[config.mk]
export PLATFORM = sky130hd
export DESIGN_NAME = flashcmd_ctrl
export DESIGN_NICKNAME = d
export VERILOG_FILES = /design/src/rtl/flashcmd_pkg.sv /design/src/rtl/flashcmd_decode.sv /design/src/rtl/flashcmd_engine.sv /design/src/rtl/flashcmd_ctrl.sv
export SDC_FILE = /design/constraint.sdc
export NUM_CORES = 2
export LEC_CHECK = 0
export BUFFER_PORTS_ARGS = -buffer_cell sky130_fd_sc_hd__buf_2
export CORE_UTILIZATION = 58
export CTS_CLUSTER_DIAMETER = 50
export CTS_CLUSTER_SIZE = 8
export DETAILED_ROUTE_END_ITERATION = 12
export GPL_TIMING_DRIVEN = 0
export MAX_ROUTING_LAYER = met4
export PLACE_DENSITY = 0.77
export SLEW_MARGIN = 20
export SYNTH_ARGS = -nofsm -noshare
export SYNTH_HDL_FRONTEND = slang
export SYNTH_HIERARCHICAL = 1
export SYNTH_SLANG_ARGS = --single-unit
[constraint.sdc]
create_clock -name clk -period 4.1 [get_ports clk]
set_clock_uncertainty 0.15 [all_clocks]
set_input_delay 0.82 -clock clk [delete_from_list [all_inputs] [get_ports clk]]
set_output_delay 0.82 -clock clk [all_outputs]
set_load 0.05 [all_outputs]
[src/rtl/flashcmd_pkg.sv]
package flashcmd_pkg;

  typedef enum logic [2:0] {
    D_READ, D_UL1, D_UL2, D_PGM, D_E1, D_E2, D_E3
  } dec_st_t;

  typedef enum logic [2:0] {
    E_IDLE, E_PROG, E_PRE, E_ERS, E_SUSP, E_SPROG
  } eng_st_t;

  localparam logic [7:0]  KEY_FIRST   = 8'hAA;
  localparam logic [7:0]  KEY_SECOND  = 8'h55;
  localparam logic [7:0]  OP_PROGRAM  = 8'hA0;
  localparam logic [7:0]  OP_ERASE    = 8'h80;
  localparam logic [7:0]  OP_SECTOR   = 8'h30;
  localparam logic [7:0]  OP_BYPASS   = 8'h20;
  localparam logic [7:0]  OP_SUSPEND  = 8'hB0;
  localparam logic [7:0]  OP_RESUME   = 8'h30;
  localparam logic [10:0] KEY_ADDR_1  = 11'h555;
  localparam logic [10:0] KEY_ADDR_2  = 11'h2AA;

endpackage

[src/rtl/flashcmd_decode.sv]
module flashcmd_decode
  import flashcmd_pkg::*;
#(
  parameter int ADDR_W = 11,
  parameter int DATA_W = 16,
  parameter int SECT_W = 2,
  parameter int WPS_W  = 4
) (
  input  logic                   clk,
  input  logic                   rst_n,
  input  logic                   wr_ev,
  input  logic [ADDR_W-1:0]      wr_addr,
  input  logic [DATA_W-1:0]      wr_data,
  input  logic [(1<<SECT_W)-1:0] prot,
  input  logic                   ers_run,
  input  logic                   prog_run,
  input  logic                   susp,
  input  logic [SECT_W-1:0]      ers_sect,
  output logic                   prog_go,
  output logic                   ers_go,
  output logic                   susp_go,
  output logic                   resume_go,
  output logic [SECT_W+WPS_W-1:0] go_addr,
  output logic [DATA_W-1:0]      go_data
);
  localparam int AW = SECT_W + WPS_W;

  dec_st_t st, st_nx;
  logic bypass, byp_nx;
  logic p_go, e_go, s_go, r_go;

  logic [7:0]        cmd;
  logic              key1, key2, at_key1;
  logic [SECT_W-1:0] wr_sect;
  logic              sect_ok;

  assign cmd     = wr_data[7:0];
  assign at_key1 = wr_addr == ADDR_W'(KEY_ADDR_1);
  assign key1    = at_key1 && cmd == KEY_FIRST;
  assign key2    = wr_addr == ADDR_W'(KEY_ADDR_2) && cmd == KEY_SECOND;
  assign wr_sect = wr_addr[WPS_W +: SECT_W];
  assign sect_ok = !prot[wr_sect] && !(susp && wr_sect == ers_sect);

  always_comb begin
    st_nx  = st;
    byp_nx = bypass;
    p_go = 1'b0; e_go = 1'b0; s_go = 1'b0; r_go = 1'b0;
    if (wr_ev) begin
      if (ers_run) begin
        s_go  = cmd == OP_SUSPEND;
        st_nx = D_READ;
      end else if (!prog_run) begin
        st_nx = D_READ;
        case (st)
          D_READ: begin
            if (bypass) begin
              if (cmd == OP_PROGRAM) st_nx = D_PGM;
              else                   byp_nx = 1'b0;
            end else if (key1) begin
              st_nx = D_UL1;
            end else if (susp && cmd == OP_RESUME) begin
              r_go = 1'b1;
            end
          end
          D_UL1: if (key2) st_nx = D_UL2;
          D_UL2: begin
            if (at_key1) begin
              if (cmd == OP_PROGRAM)                st_nx  = D_PGM;
              else if (cmd == OP_ERASE && !susp)    st_nx  = D_E1;
              else if (cmd == OP_BYPASS && !susp)   byp_nx = 1'b1;
            end
          end
          D_PGM: p_go = sect_ok;
          D_E1:  if (key1) st_nx = D_E2;
          D_E2:  if (key2) st_nx = D_E3;
          D_E3:  e_go = cmd == OP_SECTOR && sect_ok;
          default: st_nx = D_READ;
        endcase
      end
    end
  end

  always_ff @(posedge clk or negedge rst_n) begin
    if (!rst_n) begin
      st <= D_READ;
      bypass <= 1'b0;
      prog_go <= 1'b0; ers_go <= 1'b0; susp_go <= 1'b0; resume_go <= 1'b0;
      go_addr <= '0;
      go_data <= '0;
    end else begin
      st <= st_nx;
      bypass <= byp_nx;
      prog_go <= p_go; ers_go <= e_go; susp_go <= s_go; resume_go <= r_go;
      if (p_go || e_go) begin
        go_addr <= wr_addr[AW-1:0];
        go_data <= wr_data;
      end
    end
  end

endmodule

[src/rtl/flashcmd_engine.sv]
module flashcmd_engine
  import flashcmd_pkg::*;
#(
  parameter int DATA_W    = 16,
  parameter int SECT_W    = 2,
  parameter int WPS_W     = 4,
  parameter int PROG_CYC  = 20,
  parameter int ERASE_CYC = 40
) (
  input  logic                    clk,
  input  logic                    rst_n,
  input  logic                    prog_go,
  input  logic                    ers_go,
  input  logic                    susp_go,
  input  logic                    resume_go,
  input  logic [SECT_W+WPS_W-1:0] go_addr,
  input  logic [DATA_W-1:0]       go_data,
  input  logic [SECT_W+WPS_W-1:0] rd_addr,
  input  logic                    tog,
  output logic [DATA_W-1:0]       rd_word,
  output logic                    busy,
  output logic                    ers_run,
  output logic                    prog_run,
  output logic                    susp,
  output logic [SECT_W-1:0]       ers_sect
);
  localparam int AW     = SECT_W + WPS_W;
  localparam int NWORDS = 1 << AW;
  localparam int WPS    = 1 << WPS_W;
  localparam int PCNT_W = $clog2(PROG_CYC + 1);
  localparam int ECNT_W = $clog2(ERASE_CYC + 1);

  function automatic logic [DATA_W-1:0] prog_word(input logic [DATA_W-1:0] old,
                                                  input logic [DATA_W-1:0] d);
    return old & d;
  endfunction

  function automatic logic [DATA_W-1:0] status_word(input logic target_b7,
                                                    input logic t);
    logic [DATA_W-1:0] s;
    s = '0;
    s[7] = ~target_b7;
    s[6] = t;
    return s;
  endfunction

  eng_st_t st;
  logic [DATA_W-1:0] mem [NWORDS];
  logic [AW-1:0]     tgt_a;
  logic [DATA_W-1:0] tgt_d;
  logic [PCNT_W-1:0] pcnt;
  logic [ECNT_W-1:0] ecnt;
  logic [WPS_W-1:0]  pre_idx;
  logic              sus_pre;

  // named internal events
  logic prog_done, ers_done, susp_take;
  logic [DATA_W-1:0] prog_old;

  assign prog_run  = st == E_PROG || st == E_SPROG;
  assign ers_run   = st == E_PRE || st == E_ERS;
  assign busy      = prog_run || ers_run;
  assign susp      = st == E_SUSP || st == E_SPROG;
  assign prog_done = prog_run && pcnt == PCNT_W'(PROG_CYC - 1);
  assign ers_done  = st == E_ERS && ecnt == ECNT_W'(ERASE_CYC - 1);
  assign susp_take = susp_go && (st == E_PRE || (st == E_ERS && !ers_done));
  assign prog_old  = mem[tgt_a];
  assign rd_word   = busy ? status_word(prog_run ? tgt_d[7] : 1'b1, tog) : mem[rd_addr];

  always_ff @(posedge clk or negedge rst_n) begin
    if (!rst_n) begin
      st <= E_IDLE;
      for (int i = 0; i < NWORDS; i++) mem[i] <= '1;
      tgt_a <= '0; tgt_d <= '0; pcnt <= '0; ecnt <= '0;
      pre_idx <= '0; sus_pre <= 1'b0; ers_sect <= '0;
    end else begin
      case (st)
        E_IDLE, E_SUSP: begin
          if (st == E_SUSP && resume_go) begin
            st <= sus_pre ? E_PRE : E_ERS;
          end else if (prog_go) begin
            tgt_a <= go_addr;
            tgt_d <= go_data;
            pcnt  <= '0;
            st    <= (st == E_SUSP) ? E_SPROG : E_PROG;
          end else if (st == E_IDLE && ers_go) begin
            ers_sect <= go_addr[WPS_W +: SECT_W];
            pre_idx  <= '0;
            st       <= E_PRE;
          end
        end
        E_PROG, E_SPROG: begin
          if (prog_done) begin
            mem[tgt_a] <= prog_word(mem[tgt_a], tgt_d);
            st <= (st == E_SPROG) ? E_SUSP : E_IDLE;
          end else begin
            pcnt <= pcnt + 1'b1;
          end
        end
        E_PRE: begin
          if (susp_take) begin
            st <= E_SUSP;
            sus_pre <= 1'b1;
          end else begin
            mem[{ers_sect, pre_idx}] <= '0;
            if (pre_idx == '1) begin
              st   <= E_ERS;
              ecnt <= '0;
            end else begin
              pre_idx <= pre_idx + 1'b1;
            end
          end
        end
        E_ERS: begin
          if (susp_take) begin
            st <= E_SUSP;
            sus_pre <= 1'b0;
          end else if (ers_done) begin
            for (int w = 0; w < WPS; w++) mem[{ers_sect, WPS_W'(w)}] <= '1;
            st <= E_IDLE;
          end else begin
            ecnt <= ecnt + 1'b1;
          end
        end
        default: st <= E_IDLE;
      endcase
    end
  end

  AST_PROG_CLEARS_ONLY: assert property (@(posedge clk) disable iff (!rst_n)
    prog_done |=> (mem[tgt_a] & ~$past(prog_old)) == '0);

  AST_ERASE_FILLS_ONES: assert property (@(posedge clk) disable iff (!rst_n)
    ers_done |=> (mem[{ers_sect, WPS_W'(0)}] == '1 && mem[{ers_sect, {WPS_W{1'b1}}}] == '1));

  AST_SUSPEND_FROM_ERASE: assert property (@(posedge clk) disable iff (!rst_n)
    (st == E_SUSP && $past(st) != E_SUSP) |->
      ($past(st) == E_PRE || $past(st) == E_ERS || $past(st) == E_SPROG));

  AST_SUSP_PROG_NOT_ERASE_SECT: assert property (@(posedge clk) disable iff (!rst_n)
    (st == E_SPROG && $past(st) == E_SUSP) |-> tgt_a[WPS_W +: SECT_W] != ers_sect);

endmodule

[src/rtl/flashcmd_ctrl.sv]
module flashcmd_ctrl #(
  parameter int ADDR_W    = 11,
  parameter int DATA_W    = 16,
  parameter int SECT_W    = 2,
  parameter int WPS_W     = 4,
  parameter int PROG_CYC  = 20,
  parameter int ERASE_CYC = 40
) (
  input  logic                   clk,
  input  logic                   rst_n,
  input  logic                   ce_n,
  input  logic                   we_n,
  input  logic                   oe_n,
  input  logic [ADDR_W-1:0]      addr,
  input  logic [DATA_W-1:0]      din,
  output logic [DATA_W-1:0]      dout,
  output logic                   dout_en,
  output logic                   ready,
  input  logic [(1<<SECT_W)-1:0] prot_sect,
  input  logic                   low_supply
);
  localparam int AW = SECT_W + WPS_W;

  logic we_q, oe_q, tog;
  logic wr_ev, rd_start;
  logic prog_go, ers_go, susp_go, resume_go;
  logic [AW-1:0]     go_addr;
  logic [DATA_W-1:0] go_data, rd_word;
  logic busy, ers_run, prog_run, susp;
  logic [SECT_W-1:0] ers_sect;

  assign wr_ev    = !ce_n && we_n && !we_q && !low_supply;
  assign rd_start = !ce_n && !oe_n && oe_q;
  assign dout_en  = !ce_n && !oe_n;
  assign dout     = dout_en ? rd_word : '0;
  assign ready    = !busy;

  always_ff @(posedge clk or negedge rst_n) begin
    if (!rst_n) begin
      we_q <= 1'b1;
      oe_q <= 1'b1;
      tog  <= 1'b0;
    end else begin
      we_q <= we_n;
      oe_q <= oe_n;
      if (rd_start) tog <= ~tog;
    end
  end

  flashcmd_decode #(
    .ADDR_W(ADDR_W), .DATA_W(DATA_W), .SECT_W(SECT_W), .WPS_W(WPS_W)
  ) u_decode (
    .clk(clk), .rst_n(rst_n), .wr_ev(wr_ev), .wr_addr(addr), .wr_data(din),
    .prot(prot_sect), .ers_run(ers_run), .prog_run(prog_run), .susp(susp),
    .ers_sect(ers_sect), .prog_go(prog_go), .ers_go(ers_go), .susp_go(susp_go),
    .resume_go(resume_go), .go_addr(go_addr), .go_data(go_data)
  );

  flashcmd_engine #(
    .DATA_W(DATA_W), .SECT_W(SECT_W), .WPS_W(WPS_W),
    .PROG_CYC(PROG_CYC), .ERASE_CYC(ERASE_CYC)
  ) u_engine (
    .clk(clk), .rst_n(rst_n), .prog_go(prog_go), .ers_go(ers_go),
    .susp_go(susp_go), .resume_go(resume_go), .go_addr(go_addr),
    .go_data(go_data), .rd_addr(addr[AW-1:0]), .tog(tog), .rd_word(rd_word),
    .busy(busy), .ers_run(ers_run), .prog_run(prog_run), .susp(susp),
    .ers_sect(ers_sect)
  );

  AST_LOW_SUPPLY_NO_START: assert property (@(posedge clk) disable iff (!rst_n)
    $past(low_supply) |-> !(prog_go || ers_go || susp_go || resume_go));

  AST_READ_ENABLE_GATED: assert property (@(posedge clk) disable iff (!rst_n)
    (ce_n || oe_n) |-> (!dout_en && dout == '0));

endmodule

==> results of run 1 <==
==> cells in the mapped netlist, types with 5 or more instances <==
library cell  count
o211ai_1         21
o22ai_1         348
buf_2           187
buf_4            11
xor2_1            8
mux2i_1         327
clkbuf_1        356
o221ai_1          6
buf_1            59
mux4_2          302
o31ai_2           8
nor3_1           22
a221oi_1         41
a21o_1            5
nand3b_1          5
nand2b_1         26
nand3_1          47
nor2b_1          23
inv_1            60
a22o_1            8
nand2_1         242
nand4_1           8
buf_6             6
o21ai_0        1535
dfstp_2        1026
nor4_1           15
a22oi_1          71
o2bb2ai_1        57
dfrtp_1          74
o31ai_1          24
a21oi_1         162
o2111ai_1         8
and2_1           29
or3_1            18
o32ai_1          45
mux2_4           20
and3_1            5
a31oi_1          10
mux2_2           23
nor2_1          337
a221o_1         121
o21ai_1          45
==> cell families after synthesis <==
family / after synthesis
compound gates: 2558
xor+xnor: 10
fa+ha+maj: 3
buf+inv: 683
flops: 1100
mux: 673
simple gates: 818
==> per-stage QoR <==
step,cell area (um^2),util (%),setup slack (ns),instances
floorplan,61330,-,-0.03901,5845
global placement,63330,60.75,-20.71,7278
detailed placement,64470,61.85,-2.768,7322
CTS,72650,69.70,-0.3865,7625
==> per-layer routing <==
| layer | GRT overflow | global-route usage [%] |
|---|---|---|
| met5 | - | - |
| met4 | 46 | 70.85 |
| met3 | 9 | 70.88 |
| met2 | 65 | 91.55 |
| met1 | 9 | 83.22 |
==> timing repair <==
action	CTS
gates cloned	4
hold buffers	1
resized for setup	735
hold endpoints to repair	1
pin swaps	43
setup endpoints to repair	1041
setup buffers	64
==> results.py, run 1 <==
metrics = {
    "yosys": {
        "synth.area.mux_share_pct": 17.36,
        "synthTopCellsByArea": "dfstp_2 44%, o21ai_0 13%, mux4_2 11%",
        "synth_edf_count": 0,
        "syn_area_per_cell_um2": 10.49,
        "synth_top_family_by_area": "compound AO/OA/AOI/OAI gates",
        "synth_top_area_cell": "dfstp_2",
        "ys_seq_area_share_pct": 46.98,
        "synth-compound-area-share_pct": 24.64,
        "syn_nets": 5885,
        "syn_area_um2": 61320,
        "yosys.area_share.xor_xnor_pct": 0.1428,
        "ys_seq_elements": 1100,
        "ys_types": 91,
        "yosysWarnings": 6,
        "yosys.area_share.simple_pct": 6.097,
        "synth_top_area_share_pct": 43.96,
        "synth_fa_ha_area_share_pct": 0.06121,
        "yosys_most_used_dff": "dfstp_2",
        "netlist_instances": 5845,
        "async_flop_share_pct": 100.0,
    },
    "global_route": {
        "grt_usage_pct": 81.22,
        "grt_pass1_wl_um": 581400,
        "overflow": 129,
        "grt_max_degree": 143,
        "grt_pass1_vias": 68115,
    },
    "cts": {
        "cts_made_buffers": 168,
        "htree_levels": 4,
        "cts_buffer_depth": 3,
        "cts_root_buf": "clkbuf_16",
        "cts.sinks": 1100,
    },
    "die": {
        "die_h_um": 327.2,
        "num_io_pins": 55,
        "initial_core_util_pct": 58.83,
        "die_width_um": 327.2,
        "rows": 118,
    },
    "status": {
        "stop_stage": "5_1_grt",
        "error": "[ERROR GRT-0116] Global routing finished with congestion. Check the congestion regions in the DRC Viewer.",
        "status": "aborted with a tool error",
    },
    "placed_design": {
        "io_buffers": 53,
        "gp_congestion": 1.357,
        "dpl.hpwl_um": 284700,
    },
}
==> inputs of run 2 (changes only) <==
CORE_UTILIZATION = 40   (was 58)
CTS_CLUSTER_DIAMETER = unset   (was 50)
CTS_CLUSTER_SIZE = unset   (was 8)
MAX_ROUTING_LAYER = unset   (was met4)
PLACE_DENSITY = unset   (was 0.77)
PLACE_DENSITY_LB_ADDON = 0.15   (was unset)
clock period = 5.33 ns   (was 4.1 ns; I/O delays follow)
==> results.py, run 2 <==
metrics = {
    "timing": {
        "layout_min_cycle_time_ns": 5.896,
        "grt_setup_unrepaired": "true",
        "finalSetupViolations": 950,
        "final_hold_viol_count": 0,
        "fmax_ghz": 0.1696,
        "fin_crit_sh_pct": 110.6,
        "slew_viol_final": 0,
        "tightest_slew_ns": 1.321,
        "setup_slack_ns": -0.5655,
        "relSlewSlack_pct": 11.03,
    },
    "power_and_ir_drop": {
        "power.density_nw_per_um2": 328.2,
        "switching_share_pct": 33.49,
        "pwr-share-comb_pct": 18.4,
        "p_seq_share_pct": 41.4,
        "p_clk_share_pct": 40.2,
        "netSwitchingPower_mw": 8.033,
        "leakagePower_nw": 25.20,
        "peakVddDrop_uv": 358.2,
        "total_power_mw": 23.99,
        "intPower_mw": 15.96,
    },
    "routing": {
        "drtAntennaViolNets": 0,
        "firstDrtPassIters": 11,
        "wl_per_cell_um": 55.48,
        "route.detailed.drc": 0,
        "drt-initial-drc-count": 12439,
        "routed_wl_um": 463900,
        "num_vias": 65933,
        "viasPerCell": 7.885,
    },
    "critical_path": {
        "crit_chain": "buf_2 > nand2b_1 > buf_2 > clkbuf_2 > o22ai_1 > a21oi_1 > o311ai_1 > o31ai_4 > buf_2 > o22ai_1",
        "end_kind": "flop",
        "crit_required_ns": 5.85,
        "critPathMaxStageDelay_ns": 0.97,
        "crit_type": "reg -> reg",
        "crit_arrival_ns": 6.42,
        "cp_common_cell": "buf_2",
        "start_kind": "flop",
        "cp_max_fo": 10,
        "slowest_stage": "o31ai_4",
    },
    "yosys": {
        "synth_top_area_share_pct": 43.96,
        "syn_area_per_cell_um2": 10.49,
        "ys_seq_area_share_pct": 46.98,
        "yosys.cell_count.top_type": "o21ai_0",
        "yosys_most_used_dff": "dfstp_2",
        "synth_edf_count": 0,
        "syn_area_um2": 61320,
        "netlist_instances": 5845,
        "syn_nets": 5885,
        "ys_seq_elements": 1100,
        "synthTopCellsByArea": "dfstp_2 44%, o21ai_0 13%, mux4_2 11%",
        "synth_top_area_cell": "dfstp_2",
        "async_flop_share_pct": 100.0,
        "ys_types": 91,
        "synth_common_cells": "1,535 x o21ai_0, 1,026 x dfstp_2, 356 x clkbuf_1",
        "yosysWarnings": 6,
    },
    "layout": {
        "final_common_cell": "o21ai_0",
        "drive_above_1_share_pct": 37.01,
        "area_growth_pct": 19.21,
        "layout_common_cells": "1,534 x o21ai_0, 1,026 x dfstp_2, 348 x o22ai_1",
        "final_nets": 6204,
    },
    "die": {
        "dieArea_um2": 154900,
        "rows": 143,
        "core_area_um2": 152100,
        "die_h_um": 393.5,
        "die_width_um": 393.5,
        "initial_core_util_pct": 40.32,
        "num_io_pins": 55,
    },
    "cts": {
        "cts_root_buf": "clkbuf_16",
        "htree_levels": 4,
        "clk-insertion-delay-late_ns": 0.82,
        "cts_buffer_depth": 3,
        "cts.sinks": 1100,
        "clk_pin_slew_ns": 0.06,
        "cts_tree": "done",
        "cts_made_buffers": 130,
    },
    "global_route": {
        "grt_usage_pct": 58.77,
        "antenna_found_initial": 79,
        "grt_pass1_vias": 59538,
        "overflow": 0,
        "grt_max_degree": 133,
        "grt_pass1_wl_um": 596700,
    },
    "placed_design": {
        "dp_slack_ns": -2.570,
        "gp_congestion": 1.161,
        "io_buffers": 53,
        "dpl.hpwl_um": 347600,
    },
    "status": {
        "failed_checks": "setup timing",
        "status": "finished with violations",
    },
    "run": {
        "max_cap_viol_count": 0,
    },
    "min_path": {
        "hold_class": "in -> reg",
    },
}
==> run 2: cell counts after synthesis <==
Identical to the previous run, type by type.
==> run 2: power groups by stage <==
stage	clock network (mW)	registers, mW	logic [mW]
2_1_floorplan	0	9.62	1.84
3_3_place_gp	0	9.94	3.67
3_5_place_dp	0	9.97	3.89
4_1_cts	9.62	9.86	4.01
5_1_grt	9.93	9.93	4.35
6_report	9.64	9.94	4.40
==> run 2: repair_timing <==
item	CTS	global route
buffers inserted	26	12
cloned	1	0
hold endpoints to repair	0	0
pin swaps	13	11
setup endpoints to repair	929	475
resized for setup	342	92
hold buffers	0	0
==> run 2: critical path, delay by kind of cell (launching register included) <==
family | cells | cell delay (ns)
AO/OA/AOI/OAI | 5 | 2.40
AND/OR/NAND/NOR | 1 | 0.16
flip-flops | 1 | 0.54
buffers and inverters | 4 | 2.47
==> run 2: per-layer routing <==
metal | share of wire, % | global-route usage [%]
met5 | 0.22 | 3.294
met2 | 37 | 74.61
met1 | 34 | 66.03
met4 | 12 | 56.12
met3 | 16 | 35.90
==> run 2: cell type report <==
cell class | count | area (um^2)
Tap cell | 2030 | 2540
Fill cell | 14109 | 78980
Sequential cell | 1100 | 28810
Inverter | 60 | 229.0
Clock buffer | 170 | 3616
Buffer | 616 | 3586
Antenna cell | 64 | 160.2
Clock inverter | 66 | 857.1
Timing Repair Buffer | 194 | 2709
Multi-Input combinational cell | 4062 | 30590
==> run 2: cell families after synthesis <==
group           Yosys count  synth area share [%]
xor+xnor                 10                0.1428
simple gates            818                 6.097
flops                  1100                 46.98
buf+inv                 683                 4.711
fa+ha+maj                 3               0.06122
mux                     673                 17.36
compound gates         2558                 24.64
==> run 2: per-stage QoR <==
step	utilization [%]	cell area, um^2	hold WS [ns]	setup TNS, ns	std cells
after floorplan	-	61320	0.2890	0	5845
after global placement	42.16	64120	0.3099	-	7928
after detailed placement	43.75	66540	0.3052	-490.21	8030
after CTS	47.70	72540	0.2141	0	8288
after global routing	47.97	72950	0.2283	-0.1977	8302
final	48.07	73100	0.2275	-220.68	8362
==> run 2: worst paths after layout <==
| check | to | depth (start not counted) | startpoint | slack [ns] |
|---|---|---|---|---|
| worst max-delay path | flop | 10 | u_engine/tgt_a[1] | -0.57 |
| worst min-delay path | we_q | 1 | we_n | 0.23 |
| worst max register to register | flop | 10 | u_engine/tgt_a[1] | -0.57 |
| worst min register to register | tog | 1 | tog | 0.32 |
| max in group asynchronous | asynchronous set/reset pin | 5 | rst_n | 2.66 |
| min in group asynchronous | asynchronous set/reset pin | 1 | rst_n | 0.31 |
Power figures use the tool's default switching activity.
